[src/rtl/seg_window_pkg.sv]
package seg_window_pkg;
  localparam int CS_IDX_W = 3;

  typedef enum logic [2:0] {
    CAUSE_NONE       = 3'd0,
    CAUSE_CS0_START  = 3'd1,
    CAUSE_END_LOCKED = 3'd2,
    CAUSE_OUT_OF_WIN = 3'd3,
    CAUSE_OVERLAP    = 3'd4
  } rejectCause_e;

  typedef struct packed {
    logic                commit;
    logic [CS_IDX_W-1:0] csIdx;
    logic [7:0]          newStart;
    logic [7:0]          newEnd;
    logic                setCause;
    rejectCause_e        cause;
    logic                setMis;
    logic                clrCause;
    logic                clrMis;
  } segStrobe_t;
endpackage

[src/rtl/seg_window_check.sv]
module seg_window_check
  import seg_window_pkg::*;
#(
  parameter int         NUM_CS        = 4,
  parameter logic [7:0] WIN_BASE_U    = 8'h40,
  parameter logic [7:0] WIN_SIZE_U    = 8'h10,
  parameter bit         LOCK_LAST_END = 1'b1,
  parameter logic [7:0] LOCKED_END_U  = 8'h50,
  parameter logic [7:0] SEG_OFF       = 8'h30,
  parameter logic [7:0] STAT_OFF      = 8'h50
) (
  input  logic                       wrEn,
  input  logic [7:0]                 wrAddr,
  input  logic [31:0]                wrData,
  input  logic [NUM_CS-1:0][7:0]     curStart,
  input  logic [NUM_CS-1:0][7:0]     curEnd,
  output segStrobe_t                 strobe
);
  localparam logic [8:0] WIN_TOP_U = {1'b0, WIN_BASE_U} + {1'b0, WIN_SIZE_U};

  logic                segHit;
  logic [7:0]          offDiff;
  logic [CS_IDX_W-1:0] idx;
  logic [7:0]          newStart, newEnd, oldStart, oldEnd, segSize, divisor;
  logic                sameVal, rejCs0, rejLock, rejWin, rejOvl, misal;

  always_comb begin
    offDiff  = wrAddr - SEG_OFF;
    idx      = offDiff[CS_IDX_W+1:2];
    segHit   = wrEn && (wrAddr[1:0] == 2'b00) && (wrAddr >= SEG_OFF) &&
               ({1'b0, offDiff} < 9'(4 * NUM_CS));
    newStart = wrData[23:16];
    newEnd   = wrData[31:24];
    oldStart = '0;
    oldEnd   = '0;
    for (int i = 0; i < NUM_CS; i++) begin
      if (idx == CS_IDX_W'(i)) begin
        oldStart = curStart[i];
        oldEnd   = curEnd[i];
      end
    end
    sameVal = (newStart == oldStart) && (newEnd == oldEnd);
    rejCs0  = (idx == '0) && (newStart != WIN_BASE_U);
    rejLock = LOCK_LAST_END && (idx == CS_IDX_W'(NUM_CS - 1)) && (newEnd != LOCKED_END_U);
    rejWin  = (newEnd <= WIN_BASE_U) || ({1'b0, newStart} > WIN_TOP_U);
    rejOvl  = 1'b0;
    for (int j = 0; j < NUM_CS; j++) begin
      if (idx != CS_IDX_W'(j) && newStart < curEnd[j] && newEnd > curStart[j])
        rejOvl = 1'b1;
    end
    segSize = newEnd - newStart;
    divisor = (newEnd > newStart) ? segSize : 8'd1;
    misal   = (newEnd > newStart) && ((newStart % divisor) != 8'd0);

    strobe          = '0;
    strobe.csIdx    = idx;
    strobe.newStart = newStart;
    strobe.newEnd   = newEnd;
    strobe.cause    = CAUSE_NONE;
    if (segHit && !sameVal) begin
      if (rejCs0)       strobe.cause = CAUSE_CS0_START;
      else if (rejLock) strobe.cause = CAUSE_END_LOCKED;
      else if (rejWin)  strobe.cause = CAUSE_OUT_OF_WIN;
      else begin
        strobe.setMis = misal;
        if (rejOvl) strobe.cause = CAUSE_OVERLAP;
      end
      strobe.setCause = (strobe.cause != CAUSE_NONE);
      strobe.commit   = (strobe.cause == CAUSE_NONE);
    end
    if (wrEn && wrAddr == STAT_OFF) begin
      strobe.clrCause = wrData[0];
      strobe.clrMis   = wrData[8];
    end
  end
endmodule

[src/rtl/seg_window_dp.sv]
module seg_window_dp
  import seg_window_pkg::*;
#(
  parameter int                  NUM_CS    = 4,
  parameter logic [NUM_CS*8-1:0] DEF_START = 32'h48_46_44_40,
  parameter logic [NUM_CS*8-1:0] DEF_END   = 32'h50_48_46_44,
  parameter logic [7:0]          SEG_OFF   = 8'h30,
  parameter logic [7:0]          STAT_OFF  = 8'h50
) (
  input  logic                   clk,
  input  logic                   rstN,
  input  segStrobe_t             strobe,
  input  logic [7:0]             rdAddr,
  output logic [31:0]            rdData,
  input  logic [31:0]            accAddr,
  output logic [NUM_CS-1:0]      accCs,
  output logic [31:0]            accOffset,
  output logic                   accNoHit,
  output logic [NUM_CS-1:0][7:0] curStart,
  output logic [NUM_CS-1:0][7:0] curEnd,
  output logic [2:0]             causeQ,
  output logic                   misQ
);
  logic [NUM_CS-1:0] segMatch;
  logic [8:0]        accUnit;

  assign accUnit = accAddr[31:23];

  for (genvar g = 0; g < NUM_CS; g++) begin : gSeg
    always_ff @(posedge clk) begin
      if (!rstN) begin
        curStart[g] <= DEF_START[g*8 +: 8];
        curEnd[g]   <= DEF_END[g*8 +: 8];
      end else if (strobe.commit && strobe.csIdx == CS_IDX_W'(g)) begin
        curStart[g] <= strobe.newStart;
        curEnd[g]   <= strobe.newEnd;
      end
    end
    assign segMatch[g] = (curEnd[g] > curStart[g]) &&
                         (accUnit >= {1'b0, curStart[g]}) &&
                         (accUnit <  {1'b0, curEnd[g]});
  end

  always_ff @(posedge clk) begin
    if (!rstN) begin
      causeQ <= '0;
      misQ   <= 1'b0;
    end else begin
      if (strobe.clrCause)                      causeQ <= '0;
      else if (strobe.setCause && causeQ == '0) causeQ <= strobe.cause;
      if (strobe.clrMis)      misQ <= 1'b0;
      else if (strobe.setMis) misQ <= 1'b1;
    end
  end

  always_comb begin
    rdData = '0;
    for (int i = 0; i < NUM_CS; i++) begin
      if (rdAddr == SEG_OFF + 8'(4 * i)) rdData = {curEnd[i], curStart[i], 16'h0000};
    end
    if (rdAddr == STAT_OFF) rdData = {23'd0, misQ, 5'd0, causeQ};
  end

  always_comb begin
    accCs     = '0;
    accOffset = '0;
    for (int i = NUM_CS - 1; i >= 0; i--) begin
      if (segMatch[i]) begin
        accCs     = '0;
        accCs[i]  = 1'b1;
        accOffset = accAddr - {1'b0, curStart[i], 23'd0};
      end
    end
    accNoHit = (segMatch == '0);
  end
endmodule

[src/rtl/seg_window_ctrl.sv]
module seg_window_ctrl
  import seg_window_pkg::*;
#(
  parameter int                  NUM_CS        = 4,
  parameter logic [7:0]          WIN_BASE_U    = 8'h40,
  parameter logic [7:0]          WIN_SIZE_U    = 8'h10,
  parameter bit                  LOCK_LAST_END = 1'b1,
  parameter logic [NUM_CS*8-1:0] DEF_START     = 32'h48_46_44_40,
  parameter logic [NUM_CS*8-1:0] DEF_END       = 32'h50_48_46_44,
  parameter logic [7:0]          SEG_OFF       = 8'h30,
  parameter logic [7:0]          STAT_OFF      = 8'h50
) (
  input  logic              clk,
  input  logic              rstN,
  input  logic              wrEn,
  input  logic [7:0]        wrAddr,
  input  logic [31:0]       wrData,
  input  logic [7:0]        rdAddr,
  output logic [31:0]       rdData,
  input  logic [31:0]       accAddr,
  output logic [NUM_CS-1:0] accCs,
  output logic [31:0]       accOffset,
  output logic              accNoHit
);
  localparam logic [7:0] LOCKED_END_U = DEF_END[(NUM_CS-1)*8 +: 8];

  segStrobe_t                strobe;
  logic [NUM_CS-1:0][7:0]    curStart, curEnd;
  logic [2:0]                causeQ;
  logic                      misQ;

  seg_window_check #(
    .NUM_CS(NUM_CS), .WIN_BASE_U(WIN_BASE_U), .WIN_SIZE_U(WIN_SIZE_U),
    .LOCK_LAST_END(LOCK_LAST_END), .LOCKED_END_U(LOCKED_END_U),
    .SEG_OFF(SEG_OFF), .STAT_OFF(STAT_OFF)
  ) uCheck (
    .wrEn(wrEn), .wrAddr(wrAddr), .wrData(wrData),
    .curStart(curStart), .curEnd(curEnd), .strobe(strobe)
  );

  seg_window_dp #(
    .NUM_CS(NUM_CS), .DEF_START(DEF_START), .DEF_END(DEF_END),
    .SEG_OFF(SEG_OFF), .STAT_OFF(STAT_OFF)
  ) uDp (
    .clk(clk), .rstN(rstN), .strobe(strobe),
    .rdAddr(rdAddr), .rdData(rdData),
    .accAddr(accAddr), .accCs(accCs), .accOffset(accOffset), .accNoHit(accNoHit),
    .curStart(curStart), .curEnd(curEnd), .causeQ(causeQ), .misQ(misQ)
  );
endmodule

[config.mk]
export PLATFORM = sky130hd
export DESIGN_NAME = seg_window_ctrl
export DESIGN_NICKNAME = d
export VERILOG_FILES = /design/src/rtl/seg_window_pkg.sv /design/src/rtl/seg_window_check.sv /design/src/rtl/seg_window_dp.sv /design/src/rtl/seg_window_ctrl.sv
export SDC_FILE = /design/constraint.sdc
export NUM_CORES = 1
export LEC_CHECK = 0
export CAP_MARGIN = 25
export CORE_MARGIN = 4
export CORE_UTILIZATION = 40
export DETAILED_ROUTE_END_ITERATION = 8
export MAX_ROUTING_LAYER = met4
export SYNTH_ARGS = -nofsm -noshare
export SYNTH_HDL_FRONTEND = slang
export SYNTH_SLANG_ARGS = --single-unit
[constraint.sdc]
create_clock -name clk -period 35.6 [get_ports clk]
set_input_delay 7.12 -clock clk [delete_from_list [all_inputs] [get_ports clk]]
set_output_delay 7.12 -clock clk [all_outputs]
set_load 0.02 [all_outputs]
=== Word-level counts from Yosys, hierarchy flattened ===
Index checks and enable logic that the tools add are counted.

* Register bits after elaboration: 68
* Bits of input ports: 83
* Output and inout bits: 69
* Logic and storage cells: 138

* Add/sub/neg operators: 6
* Divide/modulo/power cells: 1
* Magnitude comparators: 25
* Equality and inequality tests: 16
* Muxes and demuxes: 37
* Bitwise operators: 1
* Reduce and logical (&&, ||, !) cells: 42

{| class="wikitable"
|+ Operators by type and width
! cell !! count
|-
| $mux 32 || 9
|-
| $sub 32x31->32 || 4
|-
| $gt 8x8->1 || 9
|-
| $mux 8 || 9
|-
| $ge 9x8->1 || 4
|-
| $lt 9x8->1 || 4
|-
| $eq 8x6->1 const B || 4
|-
| $lt 8x8->1 || 4
|-
| $logic_and 1x1->1 || 30
|-
| $eq 8x7->1 const B || 2
|-
| $eq 8x8->1 || 2
|-
| $mux 4 || 4
|-
| $ne 8x7->1 const B || 2
|-
| $mux 3 || 5
|-
| $logic_not 3->1 || 3
|-
| $ge 8x6->1 const B || 1
|-
| $gt 8x7->1 const B || 1
|-
| $le 8x7->1 const B || 1
|-
| $lt 8x5->1 const B || 1
|-
| $mod 8x8->8 || 1
|-
| $mux 1 || 8
|-
| $reduce_bool 8->1 || 1
|-
| $sub 8x6->8 const B || 1
|-
| $sub 8x8->8 || 1
|-
| other kinds (13) || 17
|}

=== Longest topological paths before layout ===
* Depth after elaboration: 16
* Mapped depth: 66
* Mapped depth without buffers: 63

=== By module ===
Synthesis repeated with hierarchy kept, for this count alone.

* Cell total of the unflattened synthesis: 1536
* Area total of the unflattened synthesis: 11557.3 um2

{| class="wikitable"
|+ By module, submodules not included
! module !! times used !! cells each !! area each (um2) !! seq. area each (um2)
|-
| seg_window_dp || 1 || 821 || 6368.6 || 1361.3
|-
| seg_window_check || 1 || 715 || 5188.7 || 0.0
|}

=== Worst setup path before layout ===
Ideal clock, no wire load.

* Path type: input to register
* Start: input wrData[21]
* End: register uDp.misQ
* Data arrival time: 18.477 ns
* Slack: 17.007 ns
* Cell stages on the path: 61
* Buffers on the path: 4
* Cell sequence: clkbuf_1 > inv_1 > ha_1 > buf_4 > nand4_2 > a211o_1 > a21oi_2 > clkbuf_1 > nand2b_1 > ha_1 > o21ai_0 > o41a_1 > or3_1 > ha_1 > nand3_1 > o221a_2 > nor3_1 > xnor2_1 > [... 25 more ...] > a41oi_1 > a21oi_1 > a41oi_2 > buf_6 > mux2i_1 > inv_1 > ha_1 > nand2_1 > nand2_1 > a21oi_1 > nand2_1 > nor2_1 > a21oi_1 > a2111oi_0 > o221ai_1 > a2111oi_0 > nand3_1 > o211a_1

* Word-level cells in the longest chain between the ends: 9
* Elaborated cells between the ends (all ways): 18
* Classes of those cells: add/sub: 1; div: 1; order compare: 2; eq/ne: 2; mux: 5; reduce/logical: 7

{| class="wikitable"
|+ RTL lines
! element !! RTL line !! source
|-
| from (decl) || seg_window_ctrl.sv:17 || <nowiki>input logic [31:0] wrData,</nowiki>
|-
| $sub 8x8->8 / $gt 8x8->1 (equally long branches) || seg_window_check.sv:51, seg_window_check.sv:52, seg_window_check.sv:53 ||
|-
| $mux 8 || seg_window_check.sv:52 || <nowiki>divisor = (newEnd > newStart) ? segSize : 8'd1;</nowiki>
|-
| $mod 8x8->8 || seg_window_check.sv:53 || <nowiki>misal = (newEnd > newStart) && ((newStart % divisor) != 8'd0);</nowiki>
|-
| $reduce_bool 8->1 || seg_window_check.sv:53 ||
|-
| $logic_and 1x1->1 || seg_window_check.sv:53 ||
|-
| $mux 1 || seg_window_check.sv:63 || <nowiki>else if (rejWin) strobe.cause = CAUSE_OUT_OF_WIN;</nowiki>
|-
| $mux 1 || seg_window_check.sv:62 || <nowiki>else if (rejLock) strobe.cause = CAUSE_END_LOCKED;</nowiki>
|-
| $mux 1 || seg_window_check.sv:61 || <nowiki>if (rejCs0) strobe.cause = CAUSE_CS0_START;</nowiki>
|-
| $mux 5 * || seg_window_check.sv:60 || <nowiki>if (segHit && !sameVal) begin</nowiki>
|-
| to (signal assigned) || seg_window_dp.sv:47 || <nowiki>misQ <= 1'b0;</nowiki>
|-
| to (signal assigned) || seg_window_dp.sv:51 || <nowiki>if (strobe.clrMis) misQ <= 1'b0;</nowiki>
|-
| to (signal assigned) || seg_window_dp.sv:52 || <nowiki>else if (strobe.setMis) misQ <= 1'b1;</nowiki>
|-
| to (decl) || seg_window_dp.sv:22 || <nowiki>output logic misQ</nowiki>
|}

Every way passes the cells marked *; elsewhere a longest branch is shown, timed or not.
A chain may end at the register's enable or synchronous reset.

=== Final worst setup path ===
* Start: input wrData[25]
* End: register uDp.misQ

The elaborated chain is that of the path after synthesis.

==> results.cfg <==
[outcome]
run_status = finished clean

[timing]
setup_ws_ns = 14.04
hold_violations = 0
tightest_slew_ns = 1.06
slew_viol_final = 0
min_period_over_period_pct = 60.6
fin_crit_ns = 21.56
slew_headroom_pct = 28.8
rsz0062_at_grt = no
whs_ns = 0.485
setup_violations = 0
timing.fmax_ghz = 0.0464
finalSetupTns_ns = 0
skew_ns = 0.0101

[logic_synthesis]
synth-adder-area-share_pct = 23.5
synth-simple-area-share_pct = 21.1
synth_xor_area_share_pct = 4.72
avgSynthCellArea_um2 = 7.76
yosysTopAreaCellShare_pct = 22.4
synth_top_cell_by_area = ha_1
ys_ff_latch = 68
muxShareOfSynthArea_pct = 5.25
ys_seq_area_share_pct = 12.9
synth_compound_area_share_pct = 25.1
yosys_warnings = 0
synth.area.top_cells = ha_1 (22%), dfxtp_1 (13%), mux2i_1 (4.8%)
synth_ff_type = dfxtp_1
syn_area_um2 = 10600
synth_top_family_by_area = compound AO/OA/AOI/OAI gates
synthCells = 1364
synth_cell_types = 87
synth_edf_count = 0
async_reset_ff_share_pct = 0

[placed_design]
port_buffers = 125
placedCellCount = 1788
place_congestion = 0.920
dp_hpwl_um = 29400
place_ws_ns = 13.93
post_dp_cell_area_um2 = 12100

[die]
start_util_pct = 40.6
pin_count = 152
core_area_um2 = 26100
num_rows = 59
die_y_um = 171
die_w_um = 171
dieArea_um2 = 29100

[route]
drt_iter0_drc = 1052
remaining_drc_errors = 0
drtPass1Iterations = 7
finalWirelength_um = 37200
route.detailed.wl_per_inst_um = 20.6
vias = 10500
ant_nets = 0
vias_per_cell = 5.81

[final_layout]
instances_no_fill = 1806
finalInstanceArea_um2 = 12400
syn2layout_area_growth_pct = 17.4
final_common_cell = ha_1
layout.cells.most_common_list = ha_1 (189), clkdlybuf4s50_1 (125), inv_1 (122)
layout-drive-gt1-share_pct = 4.28
fin_nets = 1744
num_antenna_cells = 0
utilization_pct = 47.6

[grt]
grt_pass1_wl_um = 57100
grt_max_degree = 52
grt-ovfl-total = 0
antenna_found_initial = 0
grt_pass1_vias = 9856
track_usage_pct = 25.7

[flow_run]
max_cap_viol_count = 0

[critical_path]
cp_top_family = compound AO/OA/AOI/OAI gates
worstSetupEndpointType = flop
r2r_slack_ns = 31.58
critical_path.max_stage_delay_ns = 0.85
ff2ff_path_depth = 13
critPathKind = primary input to flop
cp.depth = 57
critPathRequiredTime_ns = 35.83
slowest_stage = clkdlybuf4s50_1
rr_startpoint = uDp.curStart[9]
cp_common_cell = a21oi_1
arrival_ns = 21.79
timing.rr.end = uDp.curEnd[11]
critPathLaunchType = primary input
critPathMaxFanout = 15
crit_buf_inv = 3

[clocking]
post_cts_buffers = 0
cts_root_buf = clkbuf_16
cts_sinks = 68
holdBufCountCts = 0
numCtsBuffers = 9
cts_resized = 0
clockBufferDepth = 2
clk_latency_ns = 0.35
htreeDepth = 3
cts_tree = yes
clkSlewWorstSetupHoldPaths_ns = 0.06

[power]
pwr_density_cell_nw_per_um2 = 72.7
power_mw = 0.902
leakagePower_nw = 5.36
vdd_drop_max_uv = 241

[min_path]
hp-class = flop to flop
whs_path_depth = 2
hold_start = uDp.curStart[23]
holdPathEnd = uDp.curStart[23]
==> Yosys cell counts (all sizes together) (16+ instances only) <==
cell / number
o2bb2ai: 16
nand2: 103
o21ai: 67
a21oi: 66
nand4: 22
dfxtp: 68
ha: 189
xnor2: 45
a222oi: 16
nand2b: 40
nor3: 18
nor2: 102
a21o: 48
a22oi: 17
mux2i: 52
inv: 123
clkbuf: 29
nand3: 21
buf: 31
and2: 48
o211ai: 20
nor2b: 39
==> kinds of logic (layout without fill, tap and decap cells) <==
family,Yosys count,count (layout)
muxes,54,54
AOI/OAI and AO/OA,370,370
adders and majority gates,195,195
buffers and inverters,183,279
other,1,12
xor gates and xnor gates,57,57
and+or+nand+nor,436,436
DFF,68,68
==> where the power goes <==
part           internal, mW  switching (mW)  leakage (nW)
logic                 0.314           0.416          4.65
clock network        0.0586          0.0379         0.153
registers            0.0761       0.0000212         0.548
total                 0.449           0.454          5.36
==> worst max path at each step <==
stage / endpoint / from
after floorplan: uDp.misQ / wrData[21]
after global placement: uDp.misQ / wrData[25]
after detailed placement: uDp.misQ / wrData[25]
after CTS: uDp.misQ / wrData[25]
after global routing: uDp.misQ / wrData[24]
final: uDp.misQ / wrData[25]
==> layout make-up <==
class                      count  area, µm²
timing repair buffer         140       1370
inverter                     123        462
tap                          335        419
clock buffer                  12        256
multi-input combinational   1124       8490
fill                        2605      13600
clock inverter                 4       56.3
sequential                    68       1360
==> flip-flops by register name (all words and copies together), names as in the netlist <==
name,count
uDp.causeQ,3
uDp.curEnd,32
uDp.curStart,32
uDp.misQ,1
==> tightest hold or removal path, cell delays in order (launching register included) <==
cell and delay, ns:
dfxtp_1 0.34, nand2_1 0.07, nor2_1 0.04
==> routing by layer <==
metal / up-vias / track usage [%] / wire length (µm)
li1: 5141 / - / -
met1: 4915 / 35.2 / 17100
met2: 386 / 40.5 / 16900
met3: 55 / 3.74 / 2370
met4: 0 / 5.38 / 808
met5: - / - / 0
(Power assumes the default switching activity.)
